**src/rtl/shadow_pkg.sv**
```systemverilog
package shadow_pkg;

    localparam int ADDR_W      = 20;
    localparam int SEG_COUNT   = 8;
    localparam int SEG_SHIFT   = 15;
    localparam int CFG_W       = 8;

    localparam int ATTR_RD_BIT = 1;
    localparam int ATTR_WP_BIT = 0;
    localparam int VIDEO_BIT   = 2;

    typedef enum logic [1:0] {
        SEL_SEG_EN = 2'd0,
        SEL_ATTR   = 2'd1,
        SEL_VIDEO  = 2'd2,
        SEL_NONE   = 2'd3
    } cfg_sel_e;

    typedef struct packed {
        logic [CFG_W-1:0] seg_en;
        logic [CFG_W-1:0] attr;
        logic [CFG_W-1:0] video;
    } shadow_cfg_t;

    typedef struct packed {
        logic rd_int;
        logic wr_int;
    } route_t;

    typedef enum logic [1:0] {
        WIN_OUTSIDE = 2'd0,
        WIN_VIDEO   = 2'd1,
        WIN_SHADOW  = 2'd2
    } window_e;

    function automatic route_t seg_route(input logic enabled, input logic [CFG_W-1:0] attr);
        route_t r;
        r.rd_int = enabled &  attr[ATTR_RD_BIT];
        r.wr_int = enabled & ~attr[ATTR_WP_BIT];
        return r;
    endfunction

    function automatic route_t gate_by_type(input route_t r, input logic valid, input logic is_write);
        route_t g;
        g.rd_int = valid & ~is_write & r.rd_int;
        g.wr_int = valid &  is_write & r.wr_int;
        return g;
    endfunction

endpackage

```
**src/rtl/shadow_cfg_regs.sv**
```systemverilog
module shadow_cfg_regs
    import shadow_pkg::*;
(
    input  logic             clk,
    input  logic             rst,
    input  logic             cfg_we,
    input  cfg_sel_e         cfg_sel,
    input  logic [CFG_W-1:0] cfg_wdata,
    output shadow_cfg_t      cfg
);

    shadow_cfg_t cfg_q;

    always_ff @(posedge clk) begin
        if (rst) begin
            cfg_q <= '0;
        end else if (cfg_we) begin
            unique case (cfg_sel)
                SEL_SEG_EN: cfg_q.seg_en <= cfg_wdata;
                SEL_ATTR:   cfg_q.attr   <= cfg_wdata;
                SEL_VIDEO:  cfg_q.video  <= cfg_wdata;
                SEL_NONE:   cfg_q        <= cfg_q;
            endcase
        end
    end

    assign cfg = cfg_q;


    cfg_reset_zero_chk: assert property (@(posedge clk) $past(rst) |-> (cfg_q == '0));


    cfg_sel_none_chk: assert property (@(posedge clk) disable iff (rst)
        (cfg_we && cfg_sel == SEL_NONE) |=> $stable(cfg_q));


    cfg_idle_hold_chk: assert property (@(posedge clk) disable iff (rst)
        !cfg_we |=> $stable(cfg_q));

endmodule

```
**src/rtl/shadow_seg_table.sv**
```systemverilog
module shadow_seg_table
    import shadow_pkg::*;
#(
    parameter int NSEG      = SEG_COUNT,
    parameter int BIOS_SEG0 = NSEG / 2
) (
    input  logic             clk,
    input  logic             rst,
    input  logic [NSEG-1:0]  seg_en,
    input  logic [CFG_W-1:0] attr,
    output route_t [NSEG-1:0] routes,
    output logic             bios_rd,
    output logic             bios_wr
);

    localparam int UPPER_N = NSEG - BIOS_SEG0;

    logic [UPPER_N-1:0] upper_rd;
    logic [UPPER_N-1:0] upper_wr;

    for (genvar s = 0; s < NSEG; s++) begin : g_seg
        assign routes[s] = seg_route(seg_en[s], attr);
        if (s >= BIOS_SEG0) begin : g_upper
            assign upper_rd[s - BIOS_SEG0] = routes[s].rd_int;
            assign upper_wr[s - BIOS_SEG0] = routes[s].wr_int;
        end
    end

    assign bios_rd = |upper_rd;
    assign bios_wr = |upper_wr;


    bios_rd_needs_upper_chk: assert property (@(posedge clk) disable iff (rst)
        bios_rd |-> (seg_en[NSEG-1:BIOS_SEG0] != '0) && attr[ATTR_RD_BIT]);


    bios_wr_needs_upper_chk: assert property (@(posedge clk) disable iff (rst)
        bios_wr |-> (seg_en[NSEG-1:BIOS_SEG0] != '0) && !attr[ATTR_WP_BIT]);


    disabled_seg_external_chk: assert property (@(posedge clk) disable iff (rst)
        (seg_en == '0) |-> !bios_rd && !bios_wr);

endmodule

```
**src/rtl/shadow_route.sv**
```systemverilog
module shadow_route
    import shadow_pkg::*;
#(
    parameter int AW          = ADDR_W,
    parameter int NSEG        = SEG_COUNT,
    parameter int SHIFT       = SEG_SHIFT,
    parameter int VIDEO_BASE  = 'hA0000,
    parameter int SHADOW_BASE = 'hC0000
) (
    input  logic              clk,
    input  logic              rst,
    input  logic              req_valid,
    input  logic [AW-1:0]     req_addr,
    input  logic              req_write,
    input  logic              video_on,
    input  route_t [NSEG-1:0] routes,
    output logic              rd_internal,
    output logic              wr_internal
);

    localparam int IDX_W = (NSEG > 1) ? $clog2(NSEG) : 1;
    localparam int EW    = AW + 1;
    localparam logic [EW-1:0] V_LO = EW'(VIDEO_BASE);
    localparam logic [EW-1:0] S_LO = EW'(SHADOW_BASE);
    localparam logic [EW-1:0] S_HI = EW'(SHADOW_BASE + (NSEG << SHIFT));

    logic [EW-1:0]    ext_addr;
    logic [EW-1:0]    offset;
    logic [IDX_W-1:0] seg_idx;
    window_e          win;
    route_t           hit;
    route_t           gated;
    route_t           out_q;

    always_comb begin
        ext_addr = {1'b0, req_addr};
        offset   = ext_addr - S_LO;
        seg_idx  = IDX_W'(offset >> SHIFT);
        if (ext_addr >= V_LO && ext_addr < S_LO)
            win = WIN_VIDEO;
        else if (ext_addr >= S_LO && ext_addr < S_HI)
            win = WIN_SHADOW;
        else
            win = WIN_OUTSIDE;
    end

    always_comb begin
        unique case (win)
            WIN_VIDEO:  hit = '{rd_int: video_on, wr_int: video_on};
            WIN_SHADOW: hit = routes[seg_idx];
            default:    hit = '0;
        endcase
        gated = gate_by_type(hit, req_valid, req_write);
    end

    always_ff @(posedge clk) begin
        if (rst)
            out_q <= '0;
        else
            out_q <= gated;
    end

    assign rd_internal = out_q.rd_int;
    assign wr_internal = out_q.wr_int;


    flags_exclusive_chk: assert property (@(posedge clk) disable iff (rst)
        $onehot0({rd_internal, wr_internal}));


    rd_only_for_read_chk: assert property (@(posedge clk) disable iff (rst)
        (req_valid && req_write) |=> !rd_internal);


    idle_no_flag_chk: assert property (@(posedge clk) disable iff (rst)
        !req_valid |=> !rd_internal && !wr_internal);


    low_addr_no_flag_chk: assert property (@(posedge clk) disable iff (rst)
        (ext_addr < V_LO) |=> !rd_internal && !wr_internal);


    video_follows_switch_chk: assert property (@(posedge clk) disable iff (rst)
        (req_valid && win == WIN_VIDEO) |=> ((rd_internal || wr_internal) == $past(video_on)));

endmodule

```
**src/rtl/shadow_region_decoder.sv**
```systemverilog
module shadow_region_decoder
    import shadow_pkg::*;
(
    input  logic              clk,
    input  logic              rst,
    input  logic              cfg_we,
    input  logic [1:0]        cfg_sel,
    input  logic [CFG_W-1:0]  cfg_wdata,
    input  logic              req_valid,
    input  logic [ADDR_W-1:0] req_addr,
    input  logic              req_write,
    output logic              rd_internal,
    output logic              wr_internal,
    output logic              bios_shadow_rd,
    output logic              bios_shadow_wr
);

    shadow_cfg_t            cfg;
    route_t [SEG_COUNT-1:0] routes;

    shadow_cfg_regs u_cfg (
        .clk       (clk),
        .rst       (rst),
        .cfg_we    (cfg_we),
        .cfg_sel   (cfg_sel_e'(cfg_sel)),
        .cfg_wdata (cfg_wdata),
        .cfg       (cfg)
    );

    shadow_seg_table #(
        .NSEG (SEG_COUNT)
    ) u_table (
        .clk     (clk),
        .rst     (rst),
        .seg_en  (cfg.seg_en[SEG_COUNT-1:0]),
        .attr    (cfg.attr),
        .routes  (routes),
        .bios_rd (bios_shadow_rd),
        .bios_wr (bios_shadow_wr)
    );

    shadow_route #(
        .AW    (ADDR_W),
        .NSEG  (SEG_COUNT),
        .SHIFT (SEG_SHIFT)
    ) u_route (
        .clk         (clk),
        .rst         (rst),
        .req_valid   (req_valid),
        .req_addr    (req_addr),
        .req_write   (req_write),
        .video_on    (cfg.video[VIDEO_BIT]),
        .routes      (routes),
        .rd_internal (rd_internal),
        .wr_internal (wr_internal)
    );

endmodule

```
**config.mk**
```make
export PLATFORM = sky130hd
export DESIGN_NAME = shadow_region_decoder
export DESIGN_NICKNAME = d
export VERILOG_FILES = /design/src/rtl/shadow_pkg.sv /design/src/rtl/shadow_cfg_regs.sv /design/src/rtl/shadow_seg_table.sv /design/src/rtl/shadow_route.sv /design/src/rtl/shadow_region_decoder.sv
export SDC_FILE = /design/constraint.sdc
export NUM_CORES = 1
export LEC_CHECK = 0
export ABC_CLOCK_PERIOD_IN_PS = 1400
export BUFFER_PORTS_ARGS = -buffer_cell sky130_fd_sc_hd__buf_2
export CORE_MARGIN = 5
export CORE_UTILIZATION = 40
export CTS_CLUSTER_DIAMETER = 150
export CTS_CLUSTER_SIZE = 24
export DETAILED_ROUTE_END_ITERATION = 7
export GPL_ROUTABILITY_DRIVEN = 0
export PLACE_DENSITY = 0.76
export SYNTH_ARGS = -nofsm -noshare
export SYNTH_HDL_FRONTEND = slang
export SYNTH_SLANG_ARGS = --single-unit
```
**constraint.sdc**
```tcl
create_clock -name clk -period 1.4 [get_ports clk]
set_input_delay 0.14 -clock clk [delete_from_list [all_inputs] [get_ports clk]]
set_output_delay 0.14 -clock clk [all_outputs]
set_load 0.005 [all_outputs]
```
==> results.py <==
metrics = {
    "clocking": {
        "cts.clk_slew.worst_paths_ps": 80,
        "clock-root-buffer": "clkbuf_4",
        "cts_buffers": 3,
        "cts_resized": 0,
        "cts_tree": "yes",
        "clock_latency_ps": 270,
        "post_cts_buffers": 0,
        "cts_max_level": 1,
        "postCtsHoldBufs": 0,
        "cts.sinks": 13,
        "cts_buffer_depth": 2,
    },
    "setup_path": {
        "start_kind": "register",
        "reg2reg_to": "u_route.wr_internal$_SDFF_PP0_",
        "cp_data_arrival_time_ps": 1180,
        "critPathCaptureType": "output port",
        "ff2ff_path_depth": 3,
        "ff2ff_setup_slack_ps": 280,
        "timing.rr.start": "u_cfg.cfg[22]$_SDFFE_PP0P_",
        "path_max_fanout": 3,
        "crit_type": "reg -> out",
        "required_ps": 1260,
    },
    "place": {
        "portBuffers": 23,
        "dpl_cell_area_um2": 749.5,
        "place_inst": 100,
        "hpwlAfterDp_um": 1114,
        "place_ws_ps": 243.1,
    },
    "global_route": {
        "grt_max_degree": 14,
        "grt-ovfl-total": 0,
        "antenna_found_initial": 0,
        "grt_pass1_vias": 553,
        "groute.usage.overall": 0.1162,
        "grt_pass1_wl_um": 2235,
    },
    "die": {
        "ioPinCount": 39,
        "rows": 14,
        "die_x_um": 49.23,
        "initial_core_util": 0.4134,
        "die_h_um": 49.23,
        "die_area_mm2": 0.002424,
        "fp.coreArea_mm2": 0.001489,
    },
    "timing": {
        "fmax_mhz": 759.1,
        "fin_crit_sh": 0.9410,
        "slew_viol_final": 0,
        "hold_viol": 0,
        "finalWorstSetupSlack_ps": 82.57,
        "tightest_slew_ps": 339.0,
        "finalSetupViolations": 0,
        "finalClockSkew_ps": 0.4387,
        "slew_headroom": 0.7719,
        "rsz0062_at_grt": "false",
        "min_period_ps": 1317,
        "whs_ps": 84.57,
        "setup_tns_ps": 0,
    },
    "logic_synthesis": {
        "syn_area_um2": 615.6,
        "synth_nets": 97,
        "ys.warnings.count": 0,
        "synth-seq-area-share": 0.4228,
        "yosysUniqueCellTypes": 19,
        "synthCells": 62,
        "ys_ff_latch": 13,
        "synth.avg_cell_area_um2": 9.929,
    },
    "worst_hold_path": {
        "hold_depth": 2,
        "hold-path-endpoint": "u_route.rd_internal$_SDFF_PP0_",
        "hold_path_class": "in -> reg",
        "hold_start": "req_write",
    },
    "drt": {
        "first_iter_violations": 3,
        "drc": 0,
        "vias_per_cell": 5.038,
        "drtPass1Iterations": 4,
        "ant_nets": 0,
        "post_drt_wl_per_cell_um": 13.07,
        "vias": 524,
        "wirelength_um": 1359,
    },
    "layout": {
        "fin_nets": 124,
        "final_cell_mix": "buf_2, nor2_1, dfxtp_1, mux2i_1",
        "regArea_um2": 260.3,
        "fill_cells": 135,
        "fin_cells": 104,
        "final_area_um2": 775.7,
        "drive_above_1_share": 0.3523,
        "diodes": 0,
        "area_delta_synth_final_pct": 26.02,
        "layout_commonest_cell": "buf_2",
        "multi_input_comb_area_um2": 339.1,
        "utilization": 0.5210,
    },
    "power": {
        "ir_worst_vdd_mv": 0.5618,
        "power_uw": 718.4,
        "cellLeakagePower_nw": 0.3546,
        "power_density_mw_per_mm2": 926.1,
    },
    "outcome": {
        "status": "complete, no violations",
    },
    "run": {
        "max-cap-violations": 0,
    },
}
synthesized netlist by cell type:
| cell | count | area share |
|---|---|---|
| nor2b_1 | 1 | 0.010 |
| nand2b_1 | 1 | 0.010 |
| mux2_2 | 2 | 0.037 |
| nor3b_1 | 2 | 0.024 |
| dfxtp_1 | 13 | 0.42 |
| a2bb2o_4 | 1 | 0.033 |
| buf_2 | 1 | 0.0081 |
| inv_1 | 2 | 0.012 |
| nor2_1 | 13 | 0.079 |
| mux2i_1 | 12 | 0.20 |
| and4b_1 | 1 | 0.016 |
| mux2_4 | 1 | 0.024 |
| clkbuf_1 | 1 | 0.0061 |
| nor4_1 | 1 | 0.010 |
| nand2_1 | 3 | 0.018 |
| o32ai_1 | 2 | 0.028 |
| or4_1 | 1 | 0.012 |
| nand3b_1 | 2 | 0.024 |
| o2111ai_1 | 2 | 0.028 |
sequential cells by signal, indices dropped and copies added (netlist names):
register and flops:
u_cfg.cfg 11, u_route.wr_internal 1, u_route.rd_internal 1
cell families after synthesis:
logic type	share of synthesized area
simple gates	0.2053
mux	0.2561
flops	0.4228
compound gates	0.08944
buf+inv	0.02641
worst max path at each step:
stage	startpoint	endpoint	slack [ps]
2_1_floorplan	u_cfg.cfg[22]$_SDFFE_PP0P_	u_route.rd_internal$_SDFF_PP0_	400
5_1_grt	u_cfg.cfg[23]$_SDFFE_PP0P_	bios_shadow_rd	10
6_report	u_cfg.cfg[23]$_SDFFE_PP0P_	bios_shadow_rd	80
4_1_cts	u_cfg.cfg[23]$_SDFFE_PP0P_	bios_shadow_rd	70
3_3_place_gp	req_addr[16]	u_route.rd_internal$_SDFF_PP0_	260
3_5_place_dp	req_addr[16]	u_route.wr_internal$_SDFF_PP0_	240
per-layer routing:
metal  GRT usage  up-vias  part of all wire  wire [µm]
li1            -      275                 -          -
met1      0.1326      233              0.44        593
met2      0.1974       14              0.49        664
met3     0.03058        2             0.063         86
met4     0.05381        0             0.010         14
met5           0        -                 0          0
worst max-delay path, cell delays in order, from the launching register on:
cell	delay [ps]
dfxtp_1	330
nor4_1	360
nor2b_1	80
buf_2	140
cell type report:
| cell class | instances | area share |
|---|---|---|
| Multi-Input combinational cell | 45 | 0.4371 |
| Sequential cell | 13 | 0.3355 |
| Timing Repair Buffer | 24 | 0.1581 |
| Clock buffer | 4 | 0.03387 |
| Tap cell | 16 | 0.02581 |
| Inverter | 2 | 0.009677 |
where the power goes:
group	total [mW]	leakage (nW)	internal, mW	switching (mW)
clock	0.229	0.0150	0.110	0.118
combinational	0.102	0.234	0.0548	0.0474
sequential	0.388	0.106	0.381	0.00716
Note: power is estimated with default switching activity, not from simulation.
